## src/rtl/irq_cascade_pkg.sv

```systemverilog
package irq_cascade_pkg;

  localparam int ADDR_W = 4;

  localparam logic [ADDR_W-1:0] ADDR_L0_STAT   = 4'h0;
  localparam logic [ADDR_W-1:0] ADDR_L0_MASK   = 4'h1;
  localparam logic [ADDR_W-1:0] ADDR_L1_STAT   = 4'h2;
  localparam logic [ADDR_W-1:0] ADDR_L1_MASK   = 4'h3;
  localparam logic [ADDR_W-1:0] ADDR_MAP_STAT  = 4'h4;
  localparam logic [ADDR_W-1:0] ADDR_MAP_MASK0 = 4'h5;
  localparam int                MAP_STRIDE     = 4;
  localparam logic [ADDR_W-1:0] ADDR_MAP_MASK1 = ADDR_MAP_MASK0 + ADDR_W'(MAP_STRIDE);

  typedef enum logic [2:0] {
    SEL_NONE,
    SEL_L0_STAT,
    SEL_L0_MASK,
    SEL_L1_STAT,
    SEL_L1_MASK,
    SEL_MAP_STAT,
    SEL_MAP_MASK0,
    SEL_MAP_MASK1
  } rdSel_e;

  typedef struct packed {
    logic       wrL0Mask;
    logic       wrL1Mask;
    logic [1:0] wrMapMask;
    logic       rdCapture;
    rdSel_e     rdSel;
  } ctrlStrobe_t;

endpackage

```

## src/rtl/irq_cascade_decode.sv

```systemverilog
module irq_cascade_decode
  import irq_cascade_pkg::*;
(
  input  logic [ADDR_W-1:0] regAddr,
  input  logic              regWrEn,
  input  logic              regRdEn,
  output ctrlStrobe_t       strobe
);

  rdSel_e sel;

  always_comb begin
    unique case (regAddr)
      ADDR_L0_STAT:   sel = SEL_L0_STAT;
      ADDR_L0_MASK:   sel = SEL_L0_MASK;
      ADDR_L1_STAT:   sel = SEL_L1_STAT;
      ADDR_L1_MASK:   sel = SEL_L1_MASK;
      ADDR_MAP_STAT:  sel = SEL_MAP_STAT;
      ADDR_MAP_MASK0: sel = SEL_MAP_MASK0;
      ADDR_MAP_MASK1: sel = SEL_MAP_MASK1;
      default:        sel = SEL_NONE;
    endcase
  end

  always_comb begin
    strobe              = '0;
    strobe.rdSel        = sel;
    strobe.rdCapture    = regRdEn;
    strobe.wrL0Mask     = regWrEn && (sel == SEL_L0_MASK);
    strobe.wrL1Mask     = regWrEn && (sel == SEL_L1_MASK);
    strobe.wrMapMask[0] = regWrEn && (sel == SEL_MAP_MASK0);
    strobe.wrMapMask[1] = regWrEn && (sel == SEL_MAP_MASK1);
  end

endmodule

```

## src/rtl/irq_cascade_datapath.sv

```systemverilog
module irq_cascade_datapath
  import irq_cascade_pkg::*;
#(
  parameter int GRP_W       = 8,
  parameter int L0_FOLD_BIT = 7,
  parameter int L1_FOLD_BIT = 3
) (
  input  logic             clk,
  input  logic             rst_n,
  input  ctrlStrobe_t      strobe,
  input  logic [GRP_W-1:0] reqLocal0,
  input  logic [GRP_W-1:0] reqLocal1,
  input  logic [GRP_W-1:0] reqMapped,
  input  logic [GRP_W-1:0] wrData,
  output logic [GRP_W-1:0] rdData,
  output logic             irqLocal0,
  output logic             irqLocal1
);

  localparam int MAP_CNT = 2;

  logic [GRP_W-1:0]              maskL0Q;
  logic [GRP_W-1:0]              maskL1Q;
  logic [MAP_CNT-1:0][GRP_W-1:0] mapMaskQ;
  logic [MAP_CNT-1:0]            mapHit;
  logic [GRP_W-1:0]              statL0;
  logic [GRP_W-1:0]              statL1;
  logic [GRP_W-1:0]              rdNext;

  // Mapped masks and their folded hits.
  for (genvar g = 0; g < MAP_CNT; g++) begin : gMap
    always_ff @(posedge clk) begin
      if (!rst_n)                 mapMaskQ[g] <= '0;
      else if (strobe.wrMapMask[g]) mapMaskQ[g] <= wrData;
    end
    assign mapHit[g] = |(reqMapped & mapMaskQ[g]);
  end

  always_ff @(posedge clk) begin
    if (!rst_n) begin
      maskL0Q <= '0;
      maskL1Q <= '0;
    end else begin
      if (strobe.wrL0Mask) maskL0Q <= wrData;
      if (strobe.wrL1Mask) maskL1Q <= wrData;
    end
  end

  // Local status with the cascade bits folded in.
  always_comb begin
    statL0              = reqLocal0;
    statL0[L0_FOLD_BIT] = mapHit[0];
    statL1              = reqLocal1;
    statL1[L1_FOLD_BIT] = mapHit[1];
  end

  always_ff @(posedge clk) begin
    if (!rst_n) begin
      irqLocal0 <= 1'b0;
      irqLocal1 <= 1'b0;
    end else begin
      irqLocal0 <= |(statL0 & maskL0Q);
      irqLocal1 <= |(statL1 & maskL1Q);
    end
  end

  always_comb begin
    unique case (strobe.rdSel)
      SEL_L0_STAT:   rdNext = statL0;
      SEL_L0_MASK:   rdNext = maskL0Q;
      SEL_L1_STAT:   rdNext = statL1;
      SEL_L1_MASK:   rdNext = maskL1Q;
      SEL_MAP_STAT:  rdNext = reqMapped;
      SEL_MAP_MASK0: rdNext = mapMaskQ[0];
      SEL_MAP_MASK1: rdNext = mapMaskQ[1];
      default:       rdNext = '0;
    endcase
  end

  always_ff @(posedge clk) begin
    if (!rst_n)                rdData <= '0;
    else if (strobe.rdCapture) rdData <= rdNext;
  end

endmodule

```

## src/rtl/irq_cascade_ctrl.sv

```systemverilog
module irq_cascade_ctrl
  import irq_cascade_pkg::*;
#(
  parameter int GRP_W       = 8,
  parameter int L0_FOLD_BIT = 7,
  parameter int L1_FOLD_BIT = 3
) (
  input  logic              clk,
  input  logic              rst_n,
  input  logic [GRP_W-1:0]  reqLocal0,
  input  logic [GRP_W-1:0]  reqLocal1,
  input  logic [GRP_W-1:0]  reqMapped,
  input  logic [ADDR_W-1:0] regAddr,
  input  logic              regWrEn,
  input  logic [GRP_W-1:0]  regWrData,
  input  logic              regRdEn,
  output logic [GRP_W-1:0]  regRdData,
  output logic              irqLocal0,
  output logic              irqLocal1
);

  ctrlStrobe_t strobe;

  irq_cascade_decode u_decode (
    .regAddr (regAddr),
    .regWrEn (regWrEn),
    .regRdEn (regRdEn),
    .strobe  (strobe)
  );

  irq_cascade_datapath #(
    .GRP_W       (GRP_W),
    .L0_FOLD_BIT (L0_FOLD_BIT),
    .L1_FOLD_BIT (L1_FOLD_BIT)
  ) u_datapath (
    .clk       (clk),
    .rst_n     (rst_n),
    .strobe    (strobe),
    .reqLocal0 (reqLocal0),
    .reqLocal1 (reqLocal1),
    .reqMapped (reqMapped),
    .wrData    (regWrData),
    .rdData    (regRdData),
    .irqLocal0 (irqLocal0),
    .irqLocal1 (irqLocal1)
  );

endmodule

```

## config.mk

```make
export PLATFORM = sky130hd
export DESIGN_NAME = irq_cascade_ctrl
export DESIGN_NICKNAME = d
export VERILOG_FILES = /design/src/rtl/irq_cascade_pkg.sv /design/src/rtl/irq_cascade_decode.sv /design/src/rtl/irq_cascade_datapath.sv /design/src/rtl/irq_cascade_ctrl.sv
export SDC_FILE = /design/constraint.sdc
export NUM_CORES = 1
export LEC_CHECK = 0
export ABC_CLOCK_PERIOD_IN_PS = 2400
export BUFFER_PORTS_ARGS = -buffer_cell sky130_fd_sc_hd__buf_2
export CORE_UTILIZATION = 54
export CTS_CLUSTER_DIAMETER = 50
export CTS_CLUSTER_SIZE = 8
export DETAILED_ROUTE_END_ITERATION = 7
export PLACE_DENSITY = 0.87
export SLEW_MARGIN = 20
export SYNTH_ARGS = -nofsm -noshare
export SYNTH_HDL_FRONTEND = slang
export SYNTH_HIERARCHICAL = 1
export SYNTH_SLANG_ARGS = --single-unit
```

## constraint.sdc

```tcl
create_clock -name clk -period 2.4 [get_ports clk]
set_input_delay 0.48 -clock clk [delete_from_list [all_inputs] [get_ports clk]]
set_output_delay 0.48 -clock clk [all_outputs]
set_load 0.01 [all_outputs]
```

==> results.sh <==
export IMPL_ys_seq_area_share_pct=35.1
export IMPL_grt_pass1_wl_mm=9.38
export IMPL_chipWidth_um=68.6
export IMPL_cts_tree="built"
export IMPL_hold_viol=0
export IMPL_regToRegStartpoint="u_datapath/mapMaskQ[9]$_SDFFE_PN0P_"
export IMPL_fill_cells=314
export IMPL_cap_violations=0
export IMPL_slew_violations=0
export IMPL_die_area_um2=4710
export IMPL_required_ns=2.65
export IMPL_reg2reg_to="u_datapath/rdData[3]$_SDFFE_PN0P_"
export IMPL_antenna_found_initial=0
export IMPL_critical_path_arrival_ns=2.24
export IMPL_power_density_nw_per_um2=507
export IMPL_relSlewSlack_pct=59.6
export IMPL_rrSetupSlack_ns=1.16
export IMPL_worstSkewPairLatency_ns=0.30
export IMPL_drc=0
export IMPL_cts_root_buf="clkbuf_8"
export IMPL_htreeDepth=2
export IMPL_syn_inst=248
export IMPL_pwr_share_clk_pct=32.4
export IMPL_placed_area_um2=2700
export IMPL_syn_area_per_cell_um2=9.66
export IMPL_grt_use_total_pct=27.5
export IMPL_grt_ovfl_total=0
export IMPL_ios=50
export IMPL_async_flop_share_pct=0
export IMPL_worst_pin_slew_ns=0.605
export IMPL_peakVddDrop_mv=0.273
export IMPL_p_sw_share_pct=27.6
export IMPL_hold_path_class="flop to flop"
export IMPL_row_count=23
export IMPL_timing_final_crit_period_ns=1.99
export IMPL_cts_buffers=5
export IMPL_syn_area_um2=2400
export IMPL_min_delay_start="u_datapath/rdData[0]$_SDFFE_PN0P_"
export IMPL_wl_mm=5.98
export IMPL_synth_warnings=6
export IMPL_critical_path_class="primary input to flop"
export IMPL_setup_viol=0
export IMPL_synth_nets=288
export IMPL_end_kind="flop"
export IMPL_syn_to_final_growth_pct=16.6
export IMPL_post_cts_buffers=0
export IMPL_synth_seq_cells=42
export IMPL_rsz0062_at_grt="false"
export IMPL_startpoint_type="primary input"
export IMPL_grt_max_degree=44
export IMPL_avgViaCountPerCell=6.14
export IMPL_clock_fmax_ghz=0.502
export IMPL_coreArea_um2=4120
export IMPL_path_cells="buf_2 -> or4b_4 -> o21ai_2 -> buf_12 -> nor2b_1 -> buf_4 -> a22oi_1 -> o211ai_1 -> o211a_1"
export IMPL_ant_nets=0
export IMPL_cts_sinks=42
export IMPL_final_util_pct=67.9
export IMPL_combPwrFrac_pct=17.1
export IMPL_cts_hold_buf=0
export IMPL_numPortBuffers=47
export IMPL_power_internal_w=0.00103
export IMPL_start_util_pct=58.2
export IMPL_yosysTopAreaCell="dfxtp_1"
export IMPL_slowest_stage="or4b_4"
export IMPL_cp_max_fo=25
export IMPL_skew_ns=0.0131
export IMPL_dr_total_vias=2136
export IMPL_finalCritPeriodShare_pct=83.0
export IMPL_holdPathEnd="u_datapath/rdData[0]$_SDFFE_PN0P_"
export IMPL_drtPass1Iterations=5
export IMPL_nNetsFinal=337
export IMPL_die_h_um=68.6
export IMPL_gp_congestion=0.899
export IMPL_setup_total_negative_slack_ns=0
export IMPL_power_frac_seq_pct=50.5
export IMPL_clk_pin_slew_ns=0.08
export IMPL_ys_top_cells_by_area="dfxtp_1 (35%), mux2i_1 (17%), nor2b_1 (11%)"
export IMPL_synth_flop_cell="dfxtp_1"
export IMPL_drt_iter0_drc=276
export IMPL_hold_worst_slack_ns=0.479
export IMPL_yosysUniqueCellTypes=48
export IMPL_n_antenna_cell=0
export IMPL_avgRoutedWirePerCell_um=17.2
export IMPL_synth_top_area_share_pct=35.1
export IMPL_leakage_nw=1.01
export IMPL_hold_depth=2
export IMPL_post_cts_resized=0
export IMPL_grt_pass1_vias=1999
export IMPL_synth_edf_count=0
export IMPL_crit_path_max_incr_delay_ns=0.53
export IMPL_dp_hpwl_mm=4.43
export IMPL_final_area_um2=2790
export IMPL_cts_max_path_buffers=2
export IMPL_reg2regPathDepth=4
export IMPL_drive_above_1_share_pct=27.5
export IMPL_power_switching_w=0.000390
export IMPL_status="finished clean"
registers in the layout, indices dropped and copies added (netlist names):
name                  cells
u_datapath/mapMaskQ      16
u_datapath/maskL0Q        8
u_datapath/maskL1Q        8
u_datapath/rdData         8
u_datapath/irqLocal0      1
u_datapath/irqLocal1      1
through the flow:
step	setup WS, ns	cells	power, W
after detailed placement	0.121	340	0.000970
after floorplan	0.233	248	0.000883
final	0.407	348	0.00142
after global routing	0.349	348	0.00147
after global placement	0.148	340	0.000966
after CTS	0.432	348	0.00142
worst max path at each step:
| stage | from | to | slack [ns] | cells after the start |
|---|---|---|---|---|
| floorplan | regAddr[2] | u_datapath/rdData[7]$_SDFFE_PN0P_ | 0.23 | 8 |
| global placement | regAddr[0] | u_datapath/rdData[7]$_SDFFE_PN0P_ | 0.15 | 7 |
| detailed placement | regAddr[0] | u_datapath/rdData[5]$_SDFFE_PN0P_ | 0.12 | 9 |
| CTS | regAddr[0] | u_datapath/rdData[5]$_SDFFE_PN0P_ | 0.43 | 9 |
| global route | regAddr[1] | u_datapath/rdData[7]$_SDFFE_PN0P_ | 0.35 | 7 |
| finish | regAddr[0] | u_datapath/rdData[5]$_SDFFE_PN0P_ | 0.41 | 9 |
layout make-up:
cell class	instances	area (µm²)	share of cell area, %
clock inverter	3	21.3	0.762
multi-input combinational	182	1420	50.7
clock buffer	5	68.8	2.46
sequential	42	841	30.1
inverter	5	18.8	0.672
tap	50	62.6	2.24
timing repair buffer	61	365	13.1
cell families (layout without fill, tap and decap cells):
family / after synthesis / count (layout) / share of synthesized area (%)
AO/OA/AOI/OAI: 63 / 63 / 19.3
XOR/XNOR: 1 / 1 / 0.366
buffers and inverters: 24 / 74 / 6.42
flip-flops: 42 / 42 / 35.1
multiplexers: 47 / 47 / 20.7
AND/OR/NAND/NOR: 71 / 71 / 18.1
cells in the mapped netlist (all sizes together), types with 3 or more instances:
library cell and n:
dfxtp 42, a22oi 15, o22ai 4, a31oi 3, clkbuf 5, o31a 3
nand3 5, nand2 3, o21ai 8, mux2 5, inv 5, a21oi 9
buf 14, nor2 3, nor2b 44, a22o 3, nor3 3, nand2b 6
mux2i 41
layout by cell type, fill, tap and decap left out, types with 4 or more instances in the layout:
master / n
a22oi_1: 15
a21oi_1: 9
o22ai_1: 4
buf_2: 47
inv_1: 5
clkbuf_8: 5
nor2b_1: 43
buf_4: 12
mux2i_1: 41
dfxtp_1: 42
o21ai_0: 5
nand2b_1: 6
nand3_1: 5
routing by layer:
| layer | track usage (%) | share of wire, % | wire length (µm) | vias to the layer above |
|---|---|---|---|---|
| li1 | - | - | - | 1012 |
| met1 | 34.6 | 45 | 2690 | 1005 |
| met2 | 44.9 | 46 | 2750 | 101 |
| met3 | 6.58 | 6.4 | 382 | 18 |
| met4 | 11.2 | 2.5 | 151 | 0 |
| met5 | 0 | 0 | 0 | - |
worst max-delay path: cells and delay by family:
family | cells | cell delay [ns]
simple gates | 2 | 0.71
compound gates | 4 | 0.55
buf+inv | 3 | 0.49
power groups by stage:
stage               Clock [W]  Sequential, W  Combinational, W
finish               0.000459       0.000716          0.000243
global route         0.000496       0.000717          0.000261
CTS                  0.000465       0.000715          0.000239
floorplan                   0       0.000732          0.000151
global placement            0       0.000731          0.000235
detailed placement          0       0.000732          0.000239
Note: power is estimated with default switching activity, not from simulation.
